<file path="src/rtl/elev_pkg.sv">
package elev_pkg;

  typedef enum logic [2:0] {
    CAR_REST   = 3'd0,
    CAR_ASCEND = 3'd1,
    CAR_DESC   = 3'd2,
    CAR_HOLD   = 3'd3,
    CAR_FDESC  = 3'd4,
    CAR_FPARK  = 3'd5
  } car_state_e;

  typedef struct packed {
    logic up;
    logic dn;
    logic open;
    logic tstart;
  } car_cmd_t;

  // Moore output map: one entry per state
  function automatic car_cmd_t cmd_of(car_state_e s);
    car_cmd_t c;
    c = '{up: 1'b0, dn: 1'b0, open: 1'b0, tstart: 1'b0};
    unique case (s)
      CAR_REST:   c.open = 1'b1;
      CAR_ASCEND: c.up   = 1'b1;
      CAR_DESC:   c.dn   = 1'b1;
      CAR_HOLD:   begin c.open = 1'b1; c.tstart = 1'b1; end
      CAR_FDESC:  c.dn   = 1'b1;
      CAR_FPARK:  c.open = 1'b1;
      default:    c.open = 1'b1;
    endcase
    return c;
  endfunction

  function automatic logic in_fire_branch(car_state_e s);
    return (s == CAR_FDESC) || (s == CAR_FPARK);
  endfunction

endpackage

</file>
<file path="src/rtl/elev_floor_cmp.sv">
module elev_floor_cmp #(
  parameter int FLOOR_W = 4
) (
  input  logic [FLOOR_W-1:0] req_floor,
  input  logic [FLOOR_W-1:0] cur_floor,
  output logic               req_above,
  output logic               req_below,
  output logic               over_ground
);
  localparam logic [FLOOR_W-1:0] GROUND = FLOOR_W'(1);

  always_comb begin
    req_above   = req_floor > cur_floor;
    req_below   = req_floor < cur_floor;
    over_ground = cur_floor > GROUND;
  end
endmodule

</file>
<file path="src/rtl/elev_door_timer.sv">
module elev_door_timer #(
  parameter int DOOR_TICKS = 10
) (
  input  logic clk,
  input  logic rst_n,
  input  logic in_hold,
  input  logic tick,
  output logic expired
);
  localparam int CW = $clog2(DOOR_TICKS + 1);
  localparam logic [CW-1:0] LIMIT = CW'(DOOR_TICKS);

  logic [CW-1:0] count_q;

  assign expired = (count_q >= LIMIT);

  always_ff @(posedge clk or negedge rst_n) begin
    if (!rst_n) begin
      count_q <= '0;
    end else if (!in_hold) begin
      count_q <= '0;
    end else if (tick && !expired) begin
      count_q <= count_q + 1'b1;
    end
  end
endmodule

</file>
<file path="src/rtl/elev_seq.sv">
module elev_seq
  import elev_pkg::*;
(
  input  logic       clk,
  input  logic       rst_n,
  input  logic       fire,
  input  logic       req_above,
  input  logic       req_below,
  input  logic       over_ground,
  input  logic       hold_expired,
  output car_state_e state
);
  car_state_e next_state;
  car_state_e fire_entry;

  assign fire_entry = over_ground ? CAR_FDESC : CAR_FPARK;

  always_comb begin
    next_state = state;
    unique case (state)
      CAR_REST: begin
        if (fire)           next_state = fire_entry;
        else if (req_above) next_state = CAR_ASCEND;
        else if (req_below) next_state = CAR_DESC;
        else                next_state = CAR_REST;
      end
      CAR_ASCEND: begin
        if (fire)           next_state = fire_entry;
        else if (req_above) next_state = CAR_ASCEND;
        else                next_state = CAR_HOLD;
      end
      CAR_DESC: begin
        if (fire)           next_state = fire_entry;
        else if (req_below) next_state = CAR_DESC;
        else                next_state = CAR_HOLD;
      end
      CAR_HOLD: begin
        if (fire)              next_state = fire_entry;
        else if (hold_expired) next_state = CAR_REST;
        else                   next_state = CAR_HOLD;
      end
      CAR_FDESC: begin
        if (over_ground) next_state = CAR_FDESC;
        else             next_state = CAR_FPARK;
      end
      CAR_FPARK: begin
        if (fire) next_state = CAR_FPARK;
        else      next_state = CAR_REST;
      end
      default: next_state = CAR_REST;
    endcase
  end

  always_ff @(posedge clk or negedge rst_n) begin
    if (!rst_n) state <= CAR_REST;
    else        state <= next_state;
  end
endmodule

</file>
<file path="src/rtl/elev_ctrl.sv">
module elev_ctrl
  import elev_pkg::*;
#(
  parameter int FLOOR_W    = 4,
  parameter int DOOR_TICKS = 10
) (
  input  logic               clk,
  input  logic               rst_n,
  input  logic [FLOOR_W-1:0] req_floor,
  input  logic [FLOOR_W-1:0] cur_floor,
  input  logic               fire,
  input  logic               tick,
  output logic               up,
  output logic               down,
  output logic               door_open,
  output logic               timer_start
);
  logic       req_above;
  logic       req_below;
  logic       over_ground;
  logic       door_done;
  logic       fire_mode;
  logic       in_hold;
  car_state_e state;
  car_cmd_t   cmd;

  elev_floor_cmp #(.FLOOR_W(FLOOR_W)) u_cmp (
    .req_floor  (req_floor),
    .cur_floor  (cur_floor),
    .req_above  (req_above),
    .req_below  (req_below),
    .over_ground(over_ground)
  );

  elev_door_timer #(.DOOR_TICKS(DOOR_TICKS)) u_timer (
    .clk    (clk),
    .rst_n  (rst_n),
    .in_hold(in_hold),
    .tick   (tick),
    .expired(door_done)
  );

  elev_seq u_seq (
    .clk         (clk),
    .rst_n       (rst_n),
    .fire        (fire),
    .req_above   (req_above),
    .req_below   (req_below),
    .over_ground (over_ground),
    .hold_expired(door_done),
    .state       (state)
  );

  assign in_hold     = (state == CAR_HOLD);
  assign fire_mode   = in_fire_branch(state);
  assign cmd         = cmd_of(state);
  assign up          = cmd.up;
  assign down        = cmd.dn;
  assign door_open   = cmd.open;
  assign timer_start = cmd.tstart;
endmodule

</file>
<file path="config.mk">
export PLATFORM = sky130hd
export DESIGN_NAME = elev_ctrl
export DESIGN_NICKNAME = d
export VERILOG_FILES = /design/src/rtl/elev_pkg.sv /design/src/rtl/elev_floor_cmp.sv /design/src/rtl/elev_door_timer.sv /design/src/rtl/elev_seq.sv /design/src/rtl/elev_ctrl.sv
export SDC_FILE = /design/constraint.sdc
export NUM_CORES = 1
export LEC_CHECK = 0
export ABC_AREA = 0
export CAP_MARGIN = 20
export CORE_AREA = 4 4 41 43
export DETAILED_ROUTE_END_ITERATION = 10
export DIE_AREA = 0 0 45 47
export PLACE_DENSITY = 0.73
export SLEW_MARGIN = 20
export SYNTH_ARGS = -nofsm -noshare
export SYNTH_HDL_FRONTEND = slang
export SYNTH_HIERARCHICAL = 1
export SYNTH_SLANG_ARGS = --single-unit
export TNS_END_PERCENT = 30
</file>
<file path="constraint.sdc">
create_clock -name clk -period 4 [get_ports clk]
set_input_delay 0.6 -clock clk [delete_from_list [all_inputs] [get_ports clk]]
set_output_delay 0.6 -clock clk [all_outputs]
set_load 0.005 [all_outputs]
</file>
======== After elaboration in Yosys (flattened, before gate mapping) ========
Cells that the tools add are included.
word-level totals
  register bits after elaboration ......... 7
  input bits .............................. 12
  output and inout bits ................... 4
  word-level logic and storage cells ...... 36
operators by class
  add/sub/neg operators ................... 1
  $lt $le $gt $ge ......................... 4
  equal/unequal tests ..................... 6
  mux-type cells .......................... 18
  reduce and logical (&&, ||, !) cells .... 5
operators by type and width
  cell                                                                   count
  3-bit 2-to-1 mux                                                       6
  3-bit one-hot mux with 6 select lines                                  1
  4-bit 2-to-1 mux                                                       2
  3-bit by 2-bit == test with 1-bit output (second input constant)       2
  3-bit == test (second input constant)                                  2
  1-bit 2-to-1 mux                                                       6
  2-bit 2-to-1 mux                                                       3
  4-bit by 1-bit adder with 4-bit output (second input constant)         1
  4-bit greater-or-equal comparator (second input constant)              1
  4-bit by 1-bit > comparator with 1-bit output (second input constant)  1
  4-bit > comparator                                                     1
  4-bit less-than comparator                                             1
  3-bit by 1-bit == test with 1-bit output (second input constant)       1
  3-bit zero test                                                        1
  3-bit OR reduction                                                     1
  2-bit inequality test (second input constant)                          1
  2-bit OR reduction                                                     1
  1-bit logical AND                                                      1
  1-bit zero test                                                        1

======== Logic depth before layout (Yosys ltp) ========
  depth in word-level cells ............... 5
  gate-level depth with buffers ........... 8
  mapped depth without buffers ............ 8

======== Cells and area by module ========
Netlist, hierarchy kept.
by module, submodules not included
  module           times used  cells each  area each (µm²)
  elev_door_timer  1           23          239.0
  elev_seq         1           18          161.4
  elev_floor_cmp   1           16          118.9
  elev_ctrl        1           7           48.8

======== Least setup slack after synthesis ========
No wires, ideal clock.
  path type ............................... input-to-reg
  start point ............................. input port cur_floor[1]
  end point ............................... register u_seq.state[0]
  library setup time ...................... 130 ps
  arrival time ............................ 1623 ps
  data required time ...................... 3870 ps
  setup slack ............................. 2246 ps
  cell stages on the path ................. 8
  path buffers ............................ 0
  path through ............................ inv_1 > ha_1 > nor2b_4 > o21bai_1 > and2_1 > a21oi_1 > a211oi_1 > a21oi_1
between the ends
  word-level cells in the longest chain between the ends .. 4
ends and longest elaborated chain
  item                                   line                  RTL
  start: declaration                     elev_ctrl.sv:10       input logic [FLOOR_W-1:0] cur_floor,
  4-bit less-than comparator             elev_floor_cmp.sv:14  req_below = req_floor < cur_floor;
  net req_below                          elev_ctrl.sv:19       logic req_below;
  1-bit 2-to-1 mux                       elev_seq.sv:34        else if (req_below) next_state = CAR_DESC;
  3-bit 2-to-1 mux                       elev_seq.sv:33        if (fire) next_state = fire_entry;
  3-bit one-hot mux with 6 select lines  elev_seq.sv:20        unique case (state)
  net u_seq.next_state[0]                elev_seq.sv:13        car_state_e next_state;
  end signal: assignment                 elev_seq.sv:56        else state <= next_state;
  end: declaration                       elev_seq.sv:11        output car_state_e state
The timed path passes the listed nets, and every way through them passes these cells.
A chain may end at the register's enable or synchronous reset.

======== Final worst setup path ========
  start point ............................. register u_seq.state[1]
  end point ............................... output port timer_start
between the ends
  word-level cells in the longest chain between the ends .. 2
ends and longest elaborated chain
  item                                      line             RTL
  3-bit by 2-bit == test with 1-bit output  elev_pkg.sv:23   unique case (s)
  1-bit 2-to-1 mux                          elev_pkg.sv:23
  end: declaration                          elev_ctrl.sv:16  output logic timer_start
No other way between the ends.

==> impl_metrics.json <==
{
  "required_ps": 3400,
  "power-per-cell-area_mw_per_mm2": 377,
  "dr.pass1.iters": 3,
  "cts-buffers-inserted": 3,
  "synth_area_leader_cell": "dfrtp_1",
  "worstSetupEndpointType": "output pin",
  "asyncSetResetFlopFracSynth_pct": 100,
  "post_synthesis_sequential_element_count": 7,
  "synth_area_in_xor_xnor_pct": 3.08,
  "cts_setup_buffers": 0,
  "synth_sequential_area_ratio_pct": 30.8,
  "max_clock_freq_ghz": 0.446,
  "timing.setup.tns_ps": 0,
  "status": "complete, no violations",
  "crit_path_cell_trace": "and3b_2 > clkdlybuf4s50_1",
  "fp-row-count": 13,
  "grt_usage_pct": 12.3,
  "synth.avg_cell_area_um2": 8.88,
  "post_synth_num_cell_types": 30,
  "numPortBuffers": 15,
  "clock_tree_from_tritoncts": "built",
  "route.detailed.wl_per_inst_um": 11.6,
  "chipWidth_um": 45,
  "first_pass_grt_wire_length_mm": 1.93,
  "overflow": 0,
  "first_global_vias": 476,
  "num_io_pins": 16,
  "core_area_mm2": 0.00130,
  "worst_ep_arrival_time_ps": 1640,
  "timing.clock.skew_ps": 4.31,
  "dpl.hpwl_um": 906,
  "synth_top_family_by_area": "compound AO/OA/AOI/OAI gates",
  "yosys.area_share.adder_pct": 13.2,
  "muxShareOfSynthArea_pct": 0,
  "proportion_of_layout_cells_with_a_drive_suffix_above_1_pct": 8.43,
  "finalWorstPathRequiredPeriod_ps": 2240,
  "overall_via_count_from_detail_route": 523,
  "initial_core_util_pct": 43.7,
  "synthCells": 64,
  "detail-route-antenna-nets": 0,
  "clk_root_buffer_cell": "clkbuf_4",
  "slew-limit-headroom_pct": 74.4,
  "worst_hold_path_type": "in -> async",
  "worst_slew_pin_slew_ps": 384,
  "place_worst_setup_slack_ps": 1690,
  "yosysTopAreaCellShare_pct": 30.8,
  "synth_edf_count": 0,
  "report.final.setup_viol": 0,
  "route.detailed.vias_per_inst": 5.34,
  "leakage_nw": 0.350,
  "synth_most_common_cell": "a21oi_1",
  "clock_transition_at_the_registers_of_the_reported_paths_ps": 50,
  "r2r_start": "u_timer/count_q[1]$_DFFE_PN0P_",
  "antenna_cells_inserted": 0,
  "critical_path.slowest_cell": "dfrtp_1",
  "maxSlewViolCount": 0,
  "numClockSinks": 7,
  "synth_compound_area_share_pct": 27.5,
  "route.detailed.drc": 0,
  "htreeDepth": 1,
  "drv.max_cap_violation_count": 0,
  "worstSkewPairLatency_ps": 250,
  "synth_net_count": 82,
  "die-height_um": 47,
  "pin_count_of_the_biggest_net_entering_global_routing": 13,
  "ys_warn_count": 6,
  "simple_gate_fraction_of_synth_area_pct": 20.0,
  "die-area_mm2": 0.00212,
  "ys_top_cells_by_count": "a21oi_1 (8), dfrtp_1 (7), inv_1 (7), ha_1 (6)",
  "postCtsResizedCells": 0,
  "vdd_drop_max_mv": 0.210,
  "number_of_hold_buffers_added_after_cts": 0,
  "fin_nets": 102,
  "critical_path.max_stage_delay_ps": 570,
  "yosys_most_used_dff": "dfrtp_1",
  "cts.path.max_buffers": 2,
  "path_class": "reg -> out",
  "synth_area_leaders": "dfrtp_1 (31%), ha_1 (13%), a21oi_1 (7.0%), inv_1 (4.6%), o31ai_4 (3.7%)",
  "worst-path-max-fanout": 12,
  "start_kind": "flip-flop",
  "hold_violations": 0,
  "post_synthesis_cell_area_um2": 568,
  "worstSetupStartpoint": "u_seq/state[1]$_DFF_PN0_",
  "flow.area_growth_from_synthesis_pct": 34.4,
  "initial_antenna_violation_count": 0,
  "wirelength_mm": 1.14,
  "grt_setup_unrepaired": "no",
  "period_share_pct": 56.1,
  "fin_ws_ps": 1760,
  "drt-initial-drc-count": 9,
  "gpl.final_weighted_congestion": 0.761
}
## cells in the final DEF (no fill, tap or decap), types with 2 or more instances in the layout
cell type / synthesis / routed
dfrtp_1: 7 / 7
a21oi_1: 8 / 8
inv_1: 7 / 7
nand4b_1: 2 / 2
ha_1: 6 / 6
nand3_1: 2 / 2
o21a_1: 2 / 2
nor2_1: 4 / 4
o21ai_0: 2 / 2
clkbuf_4: 0 / 3
clkdlybuf4s50_1: 0 / 15
nand2_1: 4 / 4
## stage by stage
stage	instance area [um2]	cells	power (W)	hold WS (ps)	utilization, %
2_1_floorplan	568	64	0.000166	304	-
3_5_place_dp	737	94	0.000228	635	56.6
6_report	763	98	0.000288	601	58.7
4_1_cts	763	98	0.000293	601	58.7
5_1_grt	763	98	0.000316	614	58.7
3_3_place_gp	737	94	0.000227	630	56.6
## cell families (layout without fill, tap and decap cells)
family                   after synthesis  in the layout
AO/OA/AOI/OAI                         22             22
AND/OR/NAND/NOR                       19             19
flip-flops                             7              7
buffers and inverters                  8             27
adder cells (fa/ha/maj)                6              6
XOR/XNOR                               2              2
## state kept, by name, summed over array words and instances, names as in the netlist
name,cells
u_seq/state,3
u_timer/count_q,4
## worst max-delay path: cells and delay by family, from the launching register on
kind,cells,cell delay (ps)
flops,1,570
buf+inv,1,510
simple gates,1,320
## power breakdown
part	switching (W)	internal (W)	leakage [nW]
logic	0.0000417	0.0000728	0.242
registers	0.0000299	0.0000807	0.0927
clock network	0.0000249	0.0000380	0.0150
total	0.0000966	0.000191	0.350
## layout make-up
type | instances | area, um2
inverters | 8 | 30.0
multi-input cells | 49 | 363
repair buffers | 15 | 150
flip-flops and latches | 7 | 175
well taps | 15 | 18.8
fillers | 122 | 538
clock buffers | 4 | 26.3
## final timing paths
kind | cells after the start | endpoint | slack [ps]
max in group asynchronous | 1 | u_timer/count_q[2]$_DFFE_PN0P_ | 3170
setup reg to reg | 5 | u_seq/state[1]$_DFF_PN0_ | 2390
setup / recovery | 2 | timer_start | 1760
hold reg to reg | 2 | u_timer/count_q[2]$_DFFE_PN0P_ | 650
min in group clk | 2 | u_timer/count_q[2]$_DFFE_PN0P_ | 650
hold / removal | 1 | u_timer/count_q[3]$_DFFE_PN0P_ | 600
## layer usage
metal / part of all wire (%) / global-route usage [%] / up-vias
li1: - / - / 274
met1: 49 / 16.7 / 238
met2: 46 / 19.2 / 11
met3: 4.7 / 3.45 / 0
met4: 0 / 3.51 / 0
met5: 0 / 0 / -
No activity file was read; power rests on OpenSTA's default activity.
